===== config.mk =====
export PLATFORM = sky130hd
export DESIGN_NAME = avi_pkt_builder
export DESIGN_NICKNAME = d
export VERILOG_FILES = /design/src/rtl/avi_pkt_pkg.sv /design/src/rtl/avi_mode_classify.sv /design/src/rtl/avi_byte_source.sv /design/src/rtl/avi_csum_acc.sv /design/src/rtl/avi_pkt_builder.sv
export SDC_FILE = /design/constraint.sdc
export NUM_CORES = 1
export LEC_CHECK = 0
export ABC_AREA = 0
export ABC_CLOCK_PERIOD_IN_PS = 7700
export BUFFER_PORTS_ARGS = -buffer_cell sky130_fd_sc_hd__clkbuf_2
export CAP_MARGIN = 25
export CORE_AREA = 2 2 76 132
export CTS_CLUSTER_SIZE = 25
export DETAILED_ROUTE_END_ITERATION = 8
export DIE_AREA = 0 0 78 134
export PLACE_DENSITY = 0.77
export SYNTH_ARGS = -nofsm -noshare
export SYNTH_HDL_FRONTEND = slang
export SYNTH_SLANG_ARGS = --single-unit

===== constraint.sdc =====
create_clock -name clk -period 7.7 [get_ports clk]
set_input_delay 0.385 -clock clk [delete_from_list [all_inputs] [get_ports clk]]
set_output_delay 0.385 -clock clk [all_outputs]
set_load 0.005 [all_outputs]

===== src/rtl/avi_pkt_pkg.sv =====
package avi_pkt_pkg;
  localparam int unsigned PKT_LEN  = 17;
  localparam int unsigned IDX_W    = $clog2(PKT_LEN);
  localparam logic [IDX_W-1:0] LAST_IDX = IDX_W'(PKT_LEN - 1);
  localparam logic [IDX_W-1:0] CSUM_IDX = IDX_W'(3);
  localparam logic [IDX_W-1:0] PIC_IDX  = IDX_W'(5);

  localparam logic [7:0] COL_SD  = 8'h40;
  localparam logic [7:0] COL_HD  = 8'h80;
  localparam logic [7:0] ASP_NAR = 8'h18;
  localparam logic [7:0] ASP_WID = 8'h28;

  typedef enum logic [1:0] {
    PH_IDLE = 2'd0,
    PH_SUM  = 2'd1,
    PH_SEND = 2'd2
  } phase_t;

  function automatic logic [7:0] fixed_byte(input logic [IDX_W-1:0] i);
    case (i)
      IDX_W'(0): fixed_byte = 8'h82;
      IDX_W'(1): fixed_byte = 8'h02;
      IDX_W'(2): fixed_byte = 8'h0D;
      IDX_W'(4): fixed_byte = 8'h12;
      IDX_W'(6): fixed_byte = 8'h88;
      default:   fixed_byte = 8'h00;
    endcase
  endfunction
endpackage


===== src/rtl/avi_mode_classify.sv =====
module avi_mode_classify #(
  parameter int CLK_W        = 20,
  parameter int DIM_W        = 12,
  parameter int SD_LIMIT_KHZ = 27000,
  parameter int RATIO_SCALE  = 100,
  parameter int RATIO_LIMIT  = 156
) (
  input  logic [CLK_W-1:0] pclk_khz,
  input  logic [DIM_W-1:0] h_act,
  input  logic [DIM_W-1:0] v_act,
  output logic [7:0]       pic_code
);
  import avi_pkt_pkg::*;
  localparam int PROD_W = DIM_W + 9;

  logic [PROD_W-1:0] scaled_w;
  logic [PROD_W-1:0] limit_h;
  logic              narrow;
  logic [7:0]        col_bits;

  // floor(w*S/h) < L  <=>  w*S < L*h  for h > 0
  assign scaled_w = PROD_W'(h_act) * PROD_W'(RATIO_SCALE);
  assign limit_h  = PROD_W'(v_act) * PROD_W'(RATIO_LIMIT);
  assign narrow   = (v_act != '0) && (scaled_w < limit_h);
  assign col_bits = (pclk_khz <= CLK_W'(SD_LIMIT_KHZ)) ? COL_SD : COL_HD;
  assign pic_code = col_bits | (narrow ? ASP_NAR : ASP_WID);
endmodule


===== src/rtl/avi_byte_source.sv =====
module avi_byte_source
  import avi_pkt_pkg::*;
(
  input  logic [IDX_W-1:0] idx,
  input  logic [7:0]       pic_code,
  input  logic [7:0]       csum,
  input  logic             patch_csum,
  output logic [7:0]       byte_o
);
  always_comb begin
    byte_o = fixed_byte(idx);
    if (idx == PIC_IDX)  byte_o = pic_code;
    if (idx == CSUM_IDX) byte_o = patch_csum ? csum : 8'h00;
  end
endmodule


===== src/rtl/avi_csum_acc.sv =====
module avi_csum_acc (
  input  logic       clk,
  input  logic       rst_n,
  input  logic       clear,
  input  logic       add_en,
  input  logic [7:0] add_byte,
  output logic [7:0] csum
);
  logic [7:0] total_q;

  always_ff @(posedge clk) begin
    if (!rst_n)      total_q <= 8'h00;
    else if (clear)  total_q <= 8'h00;
    else if (add_en) total_q <= total_q + add_byte;
  end

  assign csum = 8'h00 - total_q;
endmodule


===== src/rtl/avi_pkt_builder.sv =====
module avi_pkt_builder
  import avi_pkt_pkg::*;
#(
  parameter int CLK_W        = 20,
  parameter int DIM_W        = 12,
  parameter int SD_LIMIT_KHZ = 27000,
  parameter int RATIO_LIMIT  = 156
) (
  input  logic             clk,
  input  logic             rst_n,
  input  logic             start_i,
  input  logic [CLK_W-1:0] pclk_khz_i,
  input  logic [DIM_W-1:0] h_act_i,
  input  logic [DIM_W-1:0] v_act_i,
  output logic             busy_o,
  output logic             pkt_valid_o,
  input  logic             pkt_ready_i,
  output logic [7:0]       pkt_data_o,
  output logic [4:0]       pkt_idx_o,
  output logic             pkt_last_o
);
  phase_t           phase_q;
  logic [IDX_W-1:0] idx_q;
  logic [7:0]       pic_q;
  logic [7:0]       pic_now;
  logic [7:0]       csum;
  logic [7:0]       cur_byte;
  logic             accept;
  logic             at_last;

  avi_mode_classify #(
    .CLK_W(CLK_W), .DIM_W(DIM_W), .SD_LIMIT_KHZ(SD_LIMIT_KHZ),
    .RATIO_SCALE(100), .RATIO_LIMIT(RATIO_LIMIT)
  ) u_classify (
    .pclk_khz(pclk_khz_i), .h_act(h_act_i), .v_act(v_act_i),
    .pic_code(pic_now)
  );

  avi_byte_source u_src (
    .idx(idx_q), .pic_code(pic_q), .csum(csum),
    .patch_csum(phase_q == PH_SEND), .byte_o(cur_byte)
  );

  avi_csum_acc u_acc (
    .clk(clk), .rst_n(rst_n), .clear(accept),
    .add_en(phase_q == PH_SUM), .add_byte(cur_byte), .csum(csum)
  );

  assign accept  = (phase_q == PH_IDLE) && start_i;
  assign at_last = (idx_q == LAST_IDX);

  always_ff @(posedge clk) begin
    if (!rst_n) begin
      phase_q <= PH_IDLE;
      idx_q   <= '0;
      pic_q   <= 8'h00;
    end else begin
      case (phase_q)
        PH_IDLE: if (start_i) begin
          phase_q <= PH_SUM;
          idx_q   <= '0;
          pic_q   <= pic_now;
        end
        PH_SUM: begin
          if (at_last) begin
            phase_q <= PH_SEND;
            idx_q   <= '0;
          end else begin
            idx_q <= idx_q + 1'b1;
          end
        end
        PH_SEND: if (pkt_ready_i) begin
          if (at_last) begin
            phase_q <= PH_IDLE;
            idx_q   <= '0;
          end else begin
            idx_q <= idx_q + 1'b1;
          end
        end
        default: phase_q <= PH_IDLE;
      endcase
    end
  end

  assign busy_o      = (phase_q != PH_IDLE);
  assign pkt_valid_o = (phase_q == PH_SEND);
  assign pkt_data_o  = cur_byte;
  assign pkt_idx_o   = 5'(idx_q);
  assign pkt_last_o  = (phase_q == PH_SEND) && at_last;
endmodule


==> flow_metrics.env <==
export IMPL_timing_rr_start="pkt_idx_o[0]"
export IMPL_cts_tree="done"
export IMPL_dieWidth_um=78
export IMPL_viasPerCell=5.53
export IMPL_syn2layout_area_growth_pct=11.4
export IMPL_maxCapViolations=0
export IMPL_antenna_cells=0
export IMPL_cp_arrival_ns=4.67
export IMPL_finalCritPeriodShare=0.581
export IMPL_synth_edf_count=0
export IMPL_yosysUniqueCellTypes=57
export IMPL_critical_path_class="primary input to flop"
export IMPL_fillers=891
export IMPL_clock_fmax_mhz=224
export IMPL_hold_end="pic_q[3]"
export IMPL_ir_drop_v=0.000140
export IMPL_drc=0
export IMPL_port_buffers=63
export IMPL_powerDensity_nw_per_um2=218
export IMPL_yosys_warnings=0
export IMPL_core_sq_um=9410
export IMPL_syn_avg_cell_area_sq_um=8.29
export IMPL_synth_most_common_cell="ha_1"
export IMPL_fin_nets=790
export IMPL_synth_top_area_frac=0.303
export IMPL_hold_path_depth=2
export IMPL_power_mw=1.09
export IMPL_clk_latency_ns=0.25
export IMPL_firstDrtPassIters=4
export IMPL_status="finished, final reports clean"
export IMPL_tightest_slew_ns=0.739
export IMPL_clock_sinks=20
export IMPL_place_congestion=0.869
export IMPL_required_ns=7.90
export IMPL_synth_async_sr_flop_share=0
export IMPL_reg2reg_depth=10
export IMPL_chipHeight_um=134
export IMPL_htree_levels=1
export IMPL_maxSlewViolCount=0
export IMPL_r2r_end="u_acc.total_q[7]"
export IMPL_syn_num_nets=727
export IMPL_root_buffer="clkbuf_16"
export IMPL_cts_buffer_depth=2
export IMPL_critPathCaptureType="flop"
export IMPL_busiest_layer="met2"
export IMPL_grt_overflow_total=0
export IMPL_grt_usage=0.200
export IMPL_reg2reg_slack_ns=4.47
export IMPL_dp_hpwl_mm=8.97
export IMPL_drive_gt1_frac=0.129
export IMPL_syn_area_sq_um=4500
export IMPL_setup_viol=0
export IMPL_clk_pin_slew_worst_paths_ns=0.06
export IMPL_skew_ns=0.00218
export IMPL_synth_seq_cells=20
export IMPL_drtAntennaViolNets=0
export IMPL_postCtsSetupRepairBufs=0
export IMPL_hp_class="primary input to flop"
export IMPL_initial_core_util=0.478
export IMPL_power_leakage_nw=2.68
export IMPL_crit_path_start_kind="primary input"
export IMPL_maxSlewHeadroom=0.503
export IMPL_io_pins=64
export IMPL_grtUsageMet1=0.195
export IMPL_dieArea_sq_um=10500
export IMPL_hold_buffers=0
export IMPL_synth_common_cells="109 x ha_1, 101 x inv_1, 33 x nor2_1"
export IMPL_hold_viol=0
export IMPL_dominantRegCellSynth="dfxtp_1"
export IMPL_period_minus_slack_ns=4.47
export IMPL_grt_pass1_wl_mm=17.7
export IMPL_worstHoldStart="rst_n"
export IMPL_tns_ns=0
export IMPL_use_met2=0.428
export IMPL_netlist_top_cells_area="ha_1 30%, fa_1 12%, dfxtp_1 8.9%"
export IMPL_route_vias_total=4015
export IMPL_grt_pass1_vias=4273
export IMPL_use_met3=0.0101
export IMPL_routed_wirelength_mm=10.2
export IMPL_rsz0062_at_grt="no"
export IMPL_drt_wirelength_per_cell_um=14.0
export IMPL_cts_resized=0
export IMPL_path_max_fanout=4
export IMPL_synth_largest_area_cell="ha_1"
export IMPL_ys_seq_area_frac=0.0890
export IMPL_syn_inst=543
export IMPL_dr_first_iter_drc_count=88
export IMPL_fp_row_count=47
export IMPL_cts_buffers=3
export IMPL_antenna_found_initial=0
export IMPL_grt_max_degree=12
cell families after synthesis:
logic type | after synthesis | share of synthesized area
xor gates and xnor gates | 32 | 0.0623
buffers and inverters | 106 | 0.0906
and+or+nand+nor | 133 | 0.155
muxes | 10 | 0.0225
adders and majority gates | 136 | 0.423
AOI/OAI and AO/OA | 106 | 0.157
DFF | 20 | 0.0890
area by class of cell:
cell class / instances / area (sq um) / area share
clock buffers: 3 / 75.1 / 0.0150
inverters: 101 / 379 / 0.0756
multi-input cells: 417 / 3690 / 0.736
flip-flops and latches: 20 / 400 / 0.0798
well taps: 122 / 153 / 0.0304
repair buffers: 63 / 315 / 0.0629
state kept, by name (all words and copies together) (netlist names):
| register | count |
|---|---|
| u_acc.total_q | 8 |
| pkt_idx_o | 5 |
| pic_q | 5 |
| phase_q | 2 |
power by group:
part           leakage (nW)  switching [mW]  internal [mW]
Combinational          2.48           0.474          0.367
Clock                0.0370          0.0390         0.0685
Sequential            0.163          0.0201          0.123
through the flow:
step / hold WS [ns] / utilization / std cells / worst slack (ns) / area, sq um
2_1_floorplan: 0.440 / - / 543 / 3.40 / 4500
3_3_place_gp: 0.449 / 0.525 / 723 / 3.10 / 4940
3_5_place_dp: 0.470 / 0.525 / 723 / 2.99 / 4940
4_1_cts: 0.486 / 0.533 / 726 / 3.23 / 5010
5_1_grt: 0.503 / 0.533 / 726 / 2.83 / 5010
6_report: 0.491 / 0.533 / 726 / 3.23 / 5010
placed cells by master, fill, tap and decap left out, types with 2 or more instances in the layout:
| cell type | instances |
|---|---|
| and3_1 | 4 |
| clkbuf_16 | 3 |
| and2_1 | 4 |
| o21a_1 | 4 |
| nand2_1 | 25 |
| fa_1 | 27 |
| a211o_1 | 2 |
| ha_1 | 109 |
| nor2_1 | 33 |
| nor2b_1 | 7 |
| dfxtp_1 | 20 |
| a32o_1 | 2 |
| or3_1 | 4 |
| a21o_1 | 7 |
| or2_2 | 3 |
| a31oi_1 | 5 |
| a211oi_1 | 7 |
| nand2b_1 | 4 |
| o21bai_1 | 5 |
| o2111a_1 | 2 |
| xor2_1 | 14 |
| a22o_1 | 4 |
| nor4_1 | 3 |
| nand4_1 | 7 |
| mux2i_1 | 9 |
| nor3b_1 | 2 |
| o21ai_0 | 24 |
| nand3_1 | 9 |
| clkbuf_2 | 63 |
| xnor2_1 | 18 |
| and4b_1 | 2 |
| nor3_1 | 18 |
| or3_4 | 2 |
| inv_1 | 101 |
| a21oi_1 | 28 |
| o211ai_1 | 3 |
critical path, cell delays in order:
cell and delay (ns):
clkbuf_2 0.09, inv_1 0.10, fa_1 0.55, inv_1 0.04, ha_1 0.26, inv_1 0.05
fa_1 0.53, inv_1 0.05, ha_1 0.34, a21o_1 0.21, a211oi_1 0.28, o21ai_0 0.16
a31oi_1 0.22, xor2_1 0.10, ha_1 0.20, nor4_1 0.25, o211ai_1 0.13, a221oi_1 0.23
o31ai_1 0.11, a31oi_1 0.22, a22o_1 0.15
worst max-delay path by stage:
| stage | start | endpoint | slack (ns) | cells after the start |
|---|---|---|---|---|
| detailed placement | v_act_i[8] | pic_q[4] | 2.99 | 21 |
| CTS | v_act_i[8] | pic_q[4] | 3.23 | 21 |
| finish | v_act_i[8] | pic_q[4] | 3.23 | 21 |
| global route | v_act_i[8] | pic_q[4] | 2.83 | 21 |
| floorplan | v_act_i[8] | pic_q[4] | 3.40 | 20 |
| global placement | v_act_i[8] | pic_q[4] | 3.10 | 21 |
layer usage:
| layer | up-vias | share of wire |
|---|---|---|
| met3 | 23 | 0.026 |
| met2 | 85 | 0.59 |
| met1 | 1914 | 0.36 |
| met4 | 0 | 0.029 |
| li1 | 1993 | - |
| met5 | - | 0 |
Note: power is estimated with default switching activity, not from simulation.
